`src/rtl/gpio_ci_pkg.sv`:
```
// Package: shared register indices and bus width for the GPIO port.
// Assumes a word-indexed register bus; index = byte offset / 4.
package gpio_ci_pkg;
    localparam int BUS_W  = 32;
    localparam int WIDX_W = 3;

    typedef enum logic [WIDX_W-1:0] {
        IDX_DIR   = 3'd0,   // pin direction, 1 = output
        IDX_DATA  = 3'd1,   // write: output value, read: pad level
        IDX_EN    = 3'd2,   // interrupt enable per pin
        IDX_CHG   = 3'd3,   // sticky change bits, write one to clear
        IDX_WMASK = 3'd4,   // reserved, reads zero
        IDX_TYPE  = 3'd5    // reserved, reads zero
    } reg_idx_e;
endpackage

```
`src/rtl/gpio_ci_sync.sv`:
```
// Module: multi-stage synchroniser for a vector of asynchronous inputs.
// Assumes each bit is independent; no multi-bit coherence is implied.
module gpio_ci_sync #(
    parameter int WIDTH  = 16,
    parameter int STAGES = 2
) (
    input  logic             clk,
    input  logic             rst_n,
    input  logic [WIDTH-1:0] async_in,
    output logic [WIDTH-1:0] sync_out
);
    logic [WIDTH-1:0] stage_q [STAGES];

    genvar s;
    generate
        for (s = 0; s < STAGES; s++) begin : g_stage
            // Purpose: shift the input one stage deeper per clock.
            always_ff @(posedge clk) begin
                if (!rst_n) begin
                    stage_q[s] <= '0;
                end else if (s == 0) begin
                    stage_q[s] <= async_in;
                end else begin
                    stage_q[s] <= stage_q[(s == 0) ? 0 : s-1];
                end
            end
        end
    endgenerate

    assign sync_out = stage_q[STAGES-1];
endmodule

```
`src/rtl/gpio_ci_chg.sv`:
```
// Module: both-edge detector and sticky change register.
// Assumes lvl is already synchronous; clr_mask is zero except on an
// acknowledge write. A new edge outranks a clear of the same bit.
module gpio_ci_chg #(
    parameter int WIDTH = 16
) (
    input  logic             clk,
    input  logic             rst_n,
    input  logic [WIDTH-1:0] lvl,
    input  logic [WIDTH-1:0] clr_mask,
    output logic [WIDTH-1:0] chg_q
);
    logic [WIDTH-1:0] lvl_prev_q;
    logic [WIDTH-1:0] edge_hit;

    // Purpose: remember last cycle's synchronised level.
    always_ff @(posedge clk) begin
        if (!rst_n) lvl_prev_q <= '0;
        else        lvl_prev_q <= lvl;
    end

    // Purpose: flag any level difference as an edge.
    always_comb edge_hit = lvl ^ lvl_prev_q;

    // Purpose: latch edges, apply clears, let edges take priority.
    always_ff @(posedge clk) begin
        if (!rst_n) chg_q <= '0;
        else        chg_q <= (chg_q & ~clr_mask) | edge_hit;
    end
endmodule

```
`src/rtl/gpio_ci_regs.sv`:
```
// Module: direction, output and enable registers plus read mux and
// write decode for the change-register acknowledge.
// Assumes writes take effect on the edge that samples bus_we.
module gpio_ci_regs
    import gpio_ci_pkg::*;
#(
    parameter int WIDTH = 16
) (
    input  logic              clk,
    input  logic              rst_n,
    input  logic              wr_en,
    input  logic [WIDX_W-1:0] widx,
    input  logic [BUS_W-1:0]  wdata,
    input  logic [WIDTH-1:0]  lvl,
    input  logic [WIDTH-1:0]  chg,
    output logic [WIDTH-1:0]  dir_q,
    output logic [WIDTH-1:0]  out_q,
    output logic [WIDTH-1:0]  en_q,
    output logic [WIDTH-1:0]  clr_mask,
    output logic [BUS_W-1:0]  rdata
);
    logic [WIDTH-1:0] wbits;
    assign wbits = wdata[WIDTH-1:0];

    generate
        if (WIDTH < BUS_W) begin : g_unused_hi
            logic unused_hi;
            assign unused_hi = ^wdata[BUS_W-1:WIDTH];
        end
    endgenerate

    // Purpose: hold the three software-owned registers.
    always_ff @(posedge clk) begin
        if (!rst_n) begin
            dir_q <= '0;
            out_q <= '0;
            en_q  <= '0;
        end else if (wr_en) begin
            case (widx)
                IDX_DIR:  dir_q <= wbits;
                IDX_DATA: out_q <= wbits;
                IDX_EN:   en_q  <= wbits;
                default:  ;
            endcase
        end
    end

    // Purpose: turn a write to the change register into a clear mask.
    always_comb clr_mask = (wr_en && widx == IDX_CHG) ? wbits : '0;

    // Purpose: select read data, zero-extended above WIDTH.
    always_comb begin
        rdata = '0;
        case (widx)
            IDX_DIR:  rdata[WIDTH-1:0] = dir_q;
            IDX_DATA: rdata[WIDTH-1:0] = lvl;
            IDX_EN:   rdata[WIDTH-1:0] = en_q;
            IDX_CHG:  rdata[WIDTH-1:0] = chg;
            default:  rdata = '0;
        endcase
    end
endmodule

```
`src/rtl/gpio_change_irq.sv`:
```
// Module: top of the GPIO port with pin-change interrupt.
// Assumes PIN_COUNT in 1..32 and asynchronous pad inputs.
module gpio_change_irq
    import gpio_ci_pkg::*;
#(
    parameter int PIN_COUNT   = 16,
    parameter int SYNC_STAGES = 2
) (
    input  logic                 clk,
    input  logic                 rst_n,
    input  logic                 bus_we,
    input  logic [WIDX_W-1:0]    bus_widx,
    input  logic [BUS_W-1:0]     bus_wdata,
    output logic [BUS_W-1:0]     bus_rdata,
    input  logic [PIN_COUNT-1:0] pin_in,
    output logic [PIN_COUNT-1:0] pin_out,
    output logic [PIN_COUNT-1:0] pin_oe,
    output logic                 irq_out
);
    logic [PIN_COUNT-1:0] level_sync;
    logic [PIN_COUNT-1:0] change_q;
    logic [PIN_COUNT-1:0] enable_q;
    logic [PIN_COUNT-1:0] clear_mask;

    gpio_ci_sync #(.WIDTH(PIN_COUNT), .STAGES(SYNC_STAGES)) u_sync (
        .clk      (clk),
        .rst_n    (rst_n),
        .async_in (pin_in),
        .sync_out (level_sync)
    );

    gpio_ci_chg #(.WIDTH(PIN_COUNT)) u_chg (
        .clk      (clk),
        .rst_n    (rst_n),
        .lvl      (level_sync),
        .clr_mask (clear_mask),
        .chg_q    (change_q)
    );

    gpio_ci_regs #(.WIDTH(PIN_COUNT)) u_regs (
        .clk      (clk),
        .rst_n    (rst_n),
        .wr_en    (bus_we),
        .widx     (bus_widx),
        .wdata    (bus_wdata),
        .lvl      (level_sync),
        .chg      (change_q),
        .dir_q    (pin_oe),
        .out_q    (pin_out),
        .en_q     (enable_q),
        .clr_mask (clear_mask),
        .rdata    (bus_rdata)
    );

    // Purpose: merge unmasked change bits into one interrupt line.
    always_comb irq_out = |(change_q & enable_q);
endmodule

```
`config.mk`:
```
export PLATFORM = sky130hd
export DESIGN_NAME = gpio_change_irq
export DESIGN_NICKNAME = d
export VERILOG_FILES = /design/src/rtl/gpio_ci_pkg.sv /design/src/rtl/gpio_ci_sync.sv /design/src/rtl/gpio_ci_chg.sv /design/src/rtl/gpio_ci_regs.sv /design/src/rtl/gpio_change_irq.sv
export SDC_FILE = /design/constraint.sdc
export NUM_CORES = 1
export LEC_CHECK = 0
export ABC_AREA = 1
export ABC_CLOCK_PERIOD_IN_PS = 4000
export BUFFER_PORTS_ARGS = -buffer_cell sky130_fd_sc_hd__buf_4
export CORE_MARGIN = 4
export CORE_UTILIZATION = 29
export CTS_BUF_LIST = sky130_fd_sc_hd__clkbuf_4
export CTS_CLUSTER_SIZE = 20
export DETAILED_ROUTE_END_ITERATION = 8
export PLACE_DENSITY = 0.45
export SKIP_CTS_REPAIR_TIMING = 1
export SYNTH_ARGS = -nofsm -noshare
export SYNTH_HDL_FRONTEND = slang
export SYNTH_SLANG_ARGS = --single-unit
```
`constraint.sdc`:
```
create_clock -name clk -period 4 [get_ports clk]
set_clock_uncertainty 0.2 [all_clocks]
set_input_delay 0.6 -clock clk [delete_from_list [all_inputs] [get_ports clk]]
set_output_delay 0.6 -clock clk [all_outputs]
set_load 0.1 [all_outputs]
```
* Yosys cells after proc, flatten, opt, wreduce, memory -nomap -nowiden
Memories as Yosys holds them, arrays and structs flattened. Index checks and enable logic that the tools add are counted.
Word-level totals: bits in registers 80, bits in latches 0, memory bits (writable) 32, bits in read-only memories 0, bits of input ports 54, output and inout port bits 65, word-level logic and storage cells 28, memories 1
Operators by class: add/sub/neg operators 0, multiply operators 0, divide/modulo/power cells 0, $lt $le $gt $ge 0, equality and inequality tests 3, shift-type cells 0, multiplexer cells 6, bitwise operators 7, reduce and logical (&&, ||, !) cells 6
Memory list:
- u_sync.stage_q | words 2, width 16, rd ports 2, clocked after Yosys merged registers in 0, write ports 2, line gpio_ci_sync.sv:12 | logic [WIDTH-1:0] stage_q [STAGES];
Operator list (count):
- $pmux W16 S4 | 1
- $mux W16 | 3
- $and A16 B16 Y16 | 2
- $not A16 Y16 | 1
- $or A16 B16 Y16 | 1
- $reduce_or A16 Y1 | 1
- $xor A16 B16 Y16 | 1
- $eq A3 B2 Y1 const B | 2
- $reduce_and A2 Y1 | 3
- $eq A3 B1 Y1 const B | 1
- $logic_not A3 Y1 | 1
- $mux W1 | 2
- $or A1 B1 Y1 | 2
- $logic_and A1 B1 Y1 | 1

* Longest topological paths before layout
Gate-level depths: netlist (run 1).
depth in word-level cells 6, depth in mapped cells 7, gate-level depth less buffers 6

* Hierarchy
Synthesis (run 1) repeated with hierarchy kept, for this count alone.
Unflattened totals: cells, all modules 819, area total of the unflattened synthesis 5192.5 sq um
Modules (own cells, without submodules):
- gpio_ci_regs | times used 1, cells an instance 474, area each 2788.9 sq um, seq. area each 960.9 sq um
- gpio_ci_chg | times used 1, cells an instance 211, area each 1355.0 sq um, seq. area each 640.6 sq um
- gpio_ci_sync | times used 1, cells an instance 99, area each 914.6 sq um, seq. area each 640.6 sq um
- gpio_change_irq | times used 1, cells an instance 35, area each 133.9 sq um, seq. area each 0.0 sq um

* Least setup slack after synthesis (run 1)
No wires, ideal clock.
path kind input-to-output, start point input port bus_widx[2], end point output port bus_rdata[0], arrival 2.030 ns, required time 3.200 ns, setup slack 1.170 ns, stages 4, path buffers 1, path through nor3_4 clkbuf_1 nand2_1 nand4_1
On the way: word-level cells in the longest chain between the ends 2, elaborated cells on any way between the ends 5, classes of those cells 3 x eq/ne; 1 x mux; 1 x reduce/logical
RTL lines:
- from (decl) | line gpio_change_irq.sv:12 | input logic [WIDX_W-1:0] bus_widx,
- $eq A3 B2 Y1 (tied with other cells) | line gpio_ci_regs.sv:54 | case (widx)
- $pmux W16 S4 * | line gpio_ci_regs.sv:54
- to (decl) | line gpio_change_irq.sv:14 | output logic [BUS_W-1:0] bus_rdata,
Every way passes the cells marked *; elsewhere a longest branch is shown, timed or not.

* Worst setup path after layout (run 1)
start point input port bus_widx[0], end point output port bus_rdata[9]
The elaborated chain is that of the path after synthesis.

==> results of run 1 <==
-- cell usage in the layout (no fill, tap or decap), drive strengths merged --
master | synthesis | layout
clkinvlp | 0 | 1
a21oi | 16 | 16
nor2 | 100 | 100
clkbuf | 13 | 9
nand3 | 16 | 16
clkinv | 0 | 3
conb | 1 | 16
inv | 99 | 102
nor3 | 3 | 3
xnor2 | 16 | 16
nand2 | 245 | 245
dfxtp | 112 | 112
nand4 | 20 | 20
buf | 32 | 90
diode | 0 | 1
-- worst register-to-register path, cell delays in order (launching register included) --
cell,delay (ps)
dfxtp_1,430
xnor2_1,140
a21oi_1,80
-- power groups by stage --
stage,Sequential (W),Combinational [W],Clock [W]
after detailed placement,0.00122,0.000406,0
after floorplan,0.00130,0.000238,0
after global placement,0.00122,0.000403,0
after CTS,0.00120,0.000407,0.000564
final,0.00120,0.000404,0.000531
after global routing,0.00120,0.000435,0.000607
-- metal layers --
| metal | up-vias | track usage, % |
|---|---|---|
| met2 | 105 | 19.4 |
| met5 | - | 0 |
| li1 | 2086 | - |
| met4 | 0 | 5.32 |
| met1 | 1618 | 19.0 |
| met3 | 12 | 2.21 |
-- per-stage QoR --
stage                     area, um2  power, W  worst slack, ps
final                          5510   0.00213             1010
after global routing           5510   0.00225              892
after CTS                      5510   0.00217              984
after detailed placement       5390   0.00163              991
after global placement         5390   0.00162             1000
after floorplan                4690   0.00153             1170
-- registers in the layout, summed over array words and instances (netlist names) --
signal and flops:
u_chg.chg_q 16, u_chg.lvl_prev_q 16, u_regs.dir_q 16, u_regs.en_q 16
u_regs.out_q 16, u_sync.stage_q 32
-- kinds of logic (layout without fill, tap and decap cells) --
family / after synthesis / in the layout / share of synthesized area, %
simple gates: 384 / 384 / 33.5
buf+inv: 144 / 205 / 13.3
flops: 112 / 112 / 48.4
compound gates: 16 / 16 / 1.73
xor+xnor: 16 / 16 / 3.03
other cells: 1 / 17 / 0.0810
-- cell type report --
cell class / count / area share (%)
Clock inverter: 7 / 0.999
Clock buffer: 9 / 1.23
Inverter: 99 / 6.74
Antenna cell: 1 / 0.0454
Tap cell: 211 / 4.79
Multi-Input combinational cell: 432 / 33.3
Sequential cell: 112 / 40.7
Timing Repair Buffer: 90 / 12.3
-- worst paths after layout --
path | startpoint | to | slack, ps | cells past startpoint
worst max-delay path | bus_widx[0] | bus_rdata[9] | 1010 | 7
worst min-delay path | pin_in[5] | u_sync.stage_q[0][5]$_SDFF_PN0_ | 90 | 3
worst max register to register | u_sync.stage_q[1][2]$_SDFF_PN0_ | u_chg.chg_q[2]$_SDFF_PN0_ | 3040 | 2
worst min register to register | u_sync.stage_q[0][14]$_SDFF_PN0_ | u_sync.stage_q[1][14]$_SDFF_PN0_ | 230 | 2
==> flow_summary.toml, run 1 <==
[outcome]
outcome = "finished, final reports clean"

[power]
p_clk_share_pct = 24.9
swShare_pct = 34.6
powerDensity_nw_per_um2 = 387
power.switching_w = 0.000738
ir_worst_vdd_v = 0.000120
internal_power_w = 0.00139
comb_power_share_pct = 19.0
cellLeakagePower_nw = 2.91
p_seq_share_pct = 56.1

[floorplan]
core_um2 = 15400
die_y_um = 134
boundaryPins = 119
die_x_um = 134
rows = 45
die_area_um2 = 18100
initial_core_util_pct = 30.0

[detailed_routing]
dr.first_iter.drc_count = 242
vias_per_cell = 3.98
drc_errors = 0
wl_per_cell_um = 12.0
wl_met3_um = 617
met1_length_um = 5850
totalWireLength_um = 11500
route.met2.wl_um = 4850
firstDrtPassIters = 4
vias = 3821
highest_layer = "met4"
ant_nets = 0

[critical_path]
critPathArrivalTime_ps = 2190
crit_required_ps = 3200
critPathKind = "in2out"
setup.worst_path.end_class = "output port"
critPathMaxStageDelay_ps = 640
crit_buf_inv = 3
critical_path.cell_chain = "buf_4 -> inv_1 -> nand2_1 -> nor2_2 -> nand2_1 -> nand4_1 -> buf_4"
slowest_stage = "nor2_2"
critPathTopFamily = "simple AND/OR/NAND/NOR gates"
cp-start-kind = "input pin"
path_max_fanout = 16

[timing]
min_period_ps = 2990
slew_headroom_pct = 45.3
fmax_mhz = 335
holdWs_ps = 93.3
setup_tns_ps = 0
rsz0062_at_grt = "no"
setup_viol = 0
finalCritPeriodShare_pct = 74.7
finalHoldViolCount = 0
slew_viol_final = 0
worst_slew_pin_slew_ps = 820

[place]
io_buffers = 86
dp_hpwl_um = 8050
finalWeightedCongestion = 0.776
dpl.cell_count = 944

[cells_and_area]
area_growth_syn_to_layout_pct = 19.0
drive_above_1_share_pct = 15.1
nNetsFinal = 798
utilization_pct = 35.7
multi_input_area_um2 = 1830
fin_cells = 961
seq_area_um2 = 2240
fillers = 1732

[clock_network]
numCtsBuffers = 9
cts_tree = "built"
cts_root_buf = "clkbuf_4"
htreeDepth = 3
clock_path_buffers = 2
clock-sinks = 112
clk_latency_ps = 470
clk_pin_slew_ps = 170

[yosys]
seq_area_frac_synth_pct = 48.4
synthFlopType = "dfxtp_1"
synth.most_common_cell = "nand2_1"
async_reset_ff_share_pct = 0
synth_enable_flop_cells = 0
ys_types = 17
postSynthCellCount = 673
synthTopCellsByArea = "dfxtp_1 48%, nand2_1 20%, inv_1 8.0%"
yosys_warnings = 0
ys_seq_elements = 112
ys_top_cells_by_count = "243 x nand2_1, 112 x dfxtp_1, 99 x inv_1, 99 x nor2_1, 20 x nand4_1"
synth_top_area_share_pct = 48.4
yosysTopAreaCell = "dfxtp_1"
postSynthAreaPerCell_um2 = 6.88
syn-cell-area_um2 = 4630

[global_routing]
grt_pass1_vias = 3670
grt_overflow_total = 0
grt_max_degree = 55
grt_pass1_wl_um = 18900
antenna_found_initial = 1
gr-usage-all-layers_pct = 13.2

[min_path]
hp-class = "in2reg"

[flow_run]
max_cap_violations = 0
Power figures use the tool's default switching activity.
==> inputs of run 2 (changes only) <==
--- a/config.mk
+++ b/config.mk
@@ -6,7 +6,7 @@
 export NUM_CORES = 1
 export LEC_CHECK = 0
 export ABC_AREA = 1
-export ABC_CLOCK_PERIOD_IN_PS = 4000
+export ABC_CLOCK_PERIOD_IN_PS = 3010
 export BUFFER_PORTS_ARGS = -buffer_cell sky130_fd_sc_hd__buf_4
 export CORE_MARGIN = 4
 export CORE_UTILIZATION = 29
==> constraint.sdc (replaced) <==
create_clock -name clk -period 3.01 [get_ports clk]
set_clock_uncertainty 0.2 [all_clocks]
set_input_delay 0.4515 -clock clk [delete_from_list [all_inputs] [get_ports clk]]
set_output_delay 0.4515 -clock clk [all_outputs]
set_load 0.1 [all_outputs]
==> flow_summary.toml, run 2 (same netlist as run 1, synthesis figures left out) <==
[detailed_routing]
dr.first_iter.drc_count = 199
drc_errors = 0
wl_per_cell_um = 11.6
vias_per_cell = 3.96
firstDrtPassIters = 4
totalWireLength_um = 11400
vias = 3885
ant_nets = 0

[timing]
slew_viol_final = 0
rsz0062_at_grt = "no"
worst_slack_ps = 643
worst_slew_pin_slew_ps = 642
min_period_ps = 2370
setup_viol = 0
slew_headroom_pct = 57.2
fmax_mhz = 423
finalHoldViolCount = 0
setup_tns_ps = 0
finalCritPeriodShare_pct = 78.6

[flow_run]
max_cap_violations = 0

[clock_network]
cts_root_buf = "clkbuf_4"
clk_pin_slew_ps = 180
htreeDepth = 3
numCtsBuffers = 9
clock_path_buffers = 2
clk_latency_ps = 460
cts_tree = "built"
clock-sinks = 112

[cells_and_area]
multi_input_area_um2 = 1830
area_growth_syn_to_layout_pct = 24.0
nNetsFinal = 818
regMostFlops = "u_sync.stage_q"
mostFrequentLayoutCell = "nand2_1"
drive_above_1_share_pct = 15.1
final_cell_mix = "243 x nand2_1, 112 x dfxtp_1, 99 x inv_1"
largest_reg_flops = 32
seq_area_um2 = 2240
fillers = 1695

[place]
io_buffers = 86
finalWeightedCongestion = 0.787
place_ws_ps = 619
dp_hpwl_um = 7960

[critical_path]
path_max_fanout = 10
critPathKind = "in2out"
setup.worst_path.end_class = "output port"
r2r_end = "u_chg.chg_q[2]$_SDFF_PN0_"
critPathArrivalTime_ps = 1720
rrSetupSlack_ps = 2010
worst-r2r-cell-count = 2
crit_required_ps = 2360
cp-start-kind = "input pin"
rr_startpoint = "u_sync.stage_q[1][2]$_SDFF_PN0_"

[global_routing]
grt_pass1_vias = 3534
grt_overflow_total = 0
gr-usage-all-layers_pct = 12.8
grt_pass1_wl_um = 18200
antenna_found_initial = 1
grt_max_degree = 39

[floorplan]
boundaryPins = 119
die_y_um = 134
core_um2 = 15400
rows = 45
die_x_um = 134
die_area_um2 = 18100
initial_core_util_pct = 30.0

[min_path]
min_to = "u_regs.out_q[2]$_SDFFE_PN0P_"
min_from = "bus_wdata[2]"
hp-class = "in2reg"
holdPathStages = 3

[power]
ir_worst_vdd_v = 0.000206
powerDensity_nw_per_um2 = 521
cellLeakagePower_nw = 3.01

[outcome]
outcome = "finished, final reports clean"
[run 2: through the flow]
stage / area, um2 / utilization [%] / hold slack, ps / instances / total power [W]
CTS: 5580 / 36.2 / -110 / 964 / 0.00302
finish: 5740 / 37.2 / 33.5 / 981 / 0.00299
floorplan: 4690 / - / 190 / 688 / 0.00204
global route: 5740 / 37.2 / 19.4 / 981 / 0.00314
global placement: 5420 / 35.1 / 197 / 948 / 0.00216
detailed placement: 5420 / 35.1 / 195 / 948 / 0.00216
[run 2: critical path: stages]
cell and delay (ps):
buf_4 150, nor3_4 340, buf_4 260, nand2_1 80, nand4_1 120, buf_4 310
[run 2: worst max-delay path by stage]
stage	from	end	slack, ps	depth (start not counted)
after floorplan	bus_widx[2]	bus_rdata[0]	480	4
after global placement	bus_widx[2]	bus_rdata[8]	630	6
after detailed placement	bus_widx[2]	bus_rdata[7]	620	6
after CTS	bus_widx[2]	bus_rdata[7]	610	6
after global routing	bus_widx[2]	bus_rdata[8]	570	6
final	bus_widx[2]	bus_rdata[8]	640	6
[run 2: area by class of cell]
cell class                      instances  share of cell area, %
Tap cell                              211                   4.60
Multi-Input combinational cell        432                   31.9
Sequential cell                       112                   39.0
Timing Repair Buffer                  110                   15.1
Clock inverter                          7                   1.66
Clock buffer                            9                   1.18
Inverter                               99                   6.47
Antenna cell                            1                 0.0436
[run 2: report_power, final]
part / switching (W) / total (W) / internal, W
clock network: 0.000508 / 0.000848 / 0.000339
logic: 0.000417 / 0.000554 / 0.000137
registers: 0.0000403 / 0.00159 / 0.00155
[run 2: layer usage]
metal  vias up  global-route usage, %  wire, um
met5         -                      0         0
met4         0                   5.09       173
met3        10                   2.48       670
met2        96                   19.5      4860
met1      1648                   17.9      5670
li1       2131                      -         -
==> inputs of run 3 (changes only) <==
--- a/config.mk
+++ b/config.mk
@@ -5,8 +5,8 @@
 export SDC_FILE = /design/constraint.sdc
 export NUM_CORES = 1
 export LEC_CHECK = 0
-export ABC_AREA = 1
-export ABC_CLOCK_PERIOD_IN_PS = 3010
+export ABC_AREA = 0
+export ABC_CLOCK_PERIOD_IN_PS = 2400
 export BUFFER_PORTS_ARGS = -buffer_cell sky130_fd_sc_hd__buf_4
 export CORE_MARGIN = 4
 export CORE_UTILIZATION = 29
==> constraint.sdc (replaced) <==
create_clock -name clk -period 2.4 [get_ports clk]
set_clock_uncertainty 0.2 [all_clocks]
set_input_delay 0.36 -clock clk [delete_from_list [all_inputs] [get_ports clk]]
set_output_delay 0.36 -clock clk [all_outputs]
set_load 0.1 [all_outputs]
==> flow_summary.toml, run 3 <==
[outcome]
outcome = "finished, final reports clean"

[global_routing]
gr-usage-all-layers_pct = 13.6
grt_pass1_wl_um = 17300
grt_overflow_total = 0
antenna_found_initial = 0
grt_pass1_vias = 3074
grt_max_degree = 42

[cells_and_area]
mostFrequentLayoutCell = "dfxtp_1"
regMostFlops = "u_sync.stage_q"
nNetsFinal = 593
n_antenna_cell = 0
drive_above_1_share_pct = 30.5
area_growth_syn_to_layout_pct = 29.0
final_cell_mix = "108 x dfxtp_1, 93 x buf_4, 48 x and2_1"
largest_reg_flops = 32

[critical_path]
r2r_end = "u_chg.chg_q[15]$_SDFF_PN0_"
setup.worst_path.end_class = "output port"
worstSetupEndpoint = "irq_out"
critPathKind = "reg2out"
rrSetupSlack_ps = 1380
rr_startpoint = "u_sync.stage_q[1][15]$_SDFF_PN0_"
crit_required_ps = 1840
critical_path.cell_chain = "a22o_1 -> a221oi_2 -> nand4_1 -> buf_8"
startpoint = "u_chg.chg_q[4]$_SDFF_PN0_"
critPathMaxStageDelay_ps = 370
slowest_stage = "dfxtp_1"
path_max_fanout = 3
cp-start-kind = "flip-flop"
worst-r2r-cell-count = 2
critPathArrivalTime_ps = 1770

[power]
internal_power_w = 0.00242
p_clk_share_pct = 26.4
cellLeakagePower_nw = 2.36
powerDensity_nw_per_um2 = 624
total_power_w = 0.00350
p_seq_share_pct = 56.6
swShare_pct = 30.9
power.switching_w = 0.00108
ir_worst_vdd_v = 0.000226
comb_power_share_pct = 17.0

[yosys]
yosysTopAreaCell = "dfxtp_1"
synth-xor-area-share_pct = 3.22
synth_adder_area_share_pct = 0
postSynthCellCount = 433
synthFlopType = "dfxtp_1"
yosys_warnings = 0
synthTopCellsByArea = "dfxtp_1 52%, and2_1 6.9%, a22oi_1 5.5%"
synth_enable_flop_cells = 0
synth_top_area_share_pct = 51.6
synth-compound-area-share_pct = 19.6
synth-simple-area-share_pct = 19.0
syn-cell-area_um2 = 4350
ys_types = 27
ys_seq_elements = 112
synth_top_family_by_area = "compound AO/OA/AOI/OAI gates"
seq_area_frac_synth_pct = 51.6
synth_mux_area_share_pct = 0
postSynthAreaPerCell_um2 = 10.0
ys_top_cells_by_count = "112 x dfxtp_1, 48 x and2_1, 34 x nand3_1"
async_reset_ff_share_pct = 0
synth.most_common_cell = "dfxtp_1"

[clock_network]
numCtsBuffers = 9
cts_root_buf = "clkbuf_4"
cts_tree = "built"
clock-sinks = 112
htreeDepth = 3
clk_latency_ps = 490
clk_pin_slew_ps = 160
clock_path_buffers = 2

[timing]
fmax_mhz = 429
setup_tns_ps = 0
finalHoldViolCount = 0
min_period_ps = 2330
slew_viol_final = 0
slew_headroom_pct = 62.6
setup_viol = 0
finalCritPeriodShare_pct = 97.2
worst_slew_pin_slew_ps = 560
rsz0062_at_grt = "yes"

[floorplan]
die_y_um = 130
rows = 44
boundaryPins = 119
die_area_um2 = 17000
die_x_um = 130
core_um2 = 14600
initial_core_util_pct = 29.8

[detailed_routing]
vias_per_cell = 4.64
wl_per_cell_um = 15.9
ant_nets = 0
vias = 3375
firstDrtPassIters = 4
totalWireLength_um = 11600
drc_errors = 0
dr.first_iter.drc_count = 195

[flow_run]
max_cap_violations = 0

[place]
io_buffers = 86
finalWeightedCongestion = 0.768
dp_hpwl_um = 8120

[min_path]
hp-class = "in2reg"
[run 3: power groups by stage]
stage,combinational [W],clock (W),sequential [W]
2_1_floorplan,0.000356,0,0.00208
3_3_place_gp,0.000551,0,0.00202
3_5_place_dp,0.000556,0,0.00202
4_1_cts,0.000557,0.000978,0.00198
5_1_grt,0.000633,0.00104,0.00199
6_report,0.000595,0.000922,0.00198
[run 3: area by class of cell]
| type | count | area [um2] |
|---|---|---|
| Clock inverter | 7 | 60.1 |
| Sequential cell | 112 | 2250 |
| Timing Repair Buffer | 127 | 1060 |
| Tap cell | 184 | 230 |
| Fill cell | 1486 | 8980 |
| Clock buffer | 9 | 67.6 |
| Multi-Input combinational cell | 289 | 1940 |
[run 3: per-stage QoR]
step                area, um2  hold WS [ps]  worst slack [ps]  utilization, %  instances
floorplan                4440           212              36.5               -        448
global placement         5130           215               357            35.2        681
finish                   5610          25.5              66.9            38.4        728
global route             5610          14.3             -37.1            38.4        728
CTS                      5260          -188             -92.2            36.1        697
detailed placement       5130           217               348            35.2        681
[run 3: worst min-delay path by stage]
stage                                 endpoint  cells after the start                            start  slack, ps
2_1_floorplan  u_sync.stage_q[1][0]$_SDFF_PN0_                      1  u_sync.stage_q[0][0]$_SDFF_PN0_        210
3_3_place_gp   u_sync.stage_q[1][1]$_SDFF_PN0_                      1  u_sync.stage_q[0][1]$_SDFF_PN0_        210
3_5_place_dp   u_sync.stage_q[1][0]$_SDFF_PN0_                      1  u_sync.stage_q[0][0]$_SDFF_PN0_        220
4_1_cts        u_sync.stage_q[0][1]$_SDFF_PN0_                      2                        pin_in[1]       -190
5_1_grt             u_chg.chg_q[14]$_SDFF_PN0_                      3                    bus_wdata[14]         10
6_report            u_chg.chg_q[14]$_SDFF_PN0_                      3                    bus_wdata[14]         30
[run 3: cell families (layout without fill, tap and decap cells)]
family | count (synthesis) | in the layout
flops | 112 | 112
compound gates | 120 | 120
other cells | 1 | 16
xor+xnor | 16 | 16
buf+inv | 47 | 143
simple gates | 137 | 137
[run 3: per-layer routing]
| metal | wire length, um | track usage, % |
|---|---|---|
| met1 | 5480 | 19.4 |
| met2 | 4860 | 18.8 |
| met3 | 970 | 4.63 |
| met4 | 264 | 5.57 |
| met5 | 0 | 0 |
[run 3: worst max-delay path, delay by kind of cell, from the launching register on]
kind	cells	cell delay (ps)
buffers and inverters	1	240
and+or+nand+nor	1	220
AOI/OAI and AO/OA	2	450
DFF	1	370
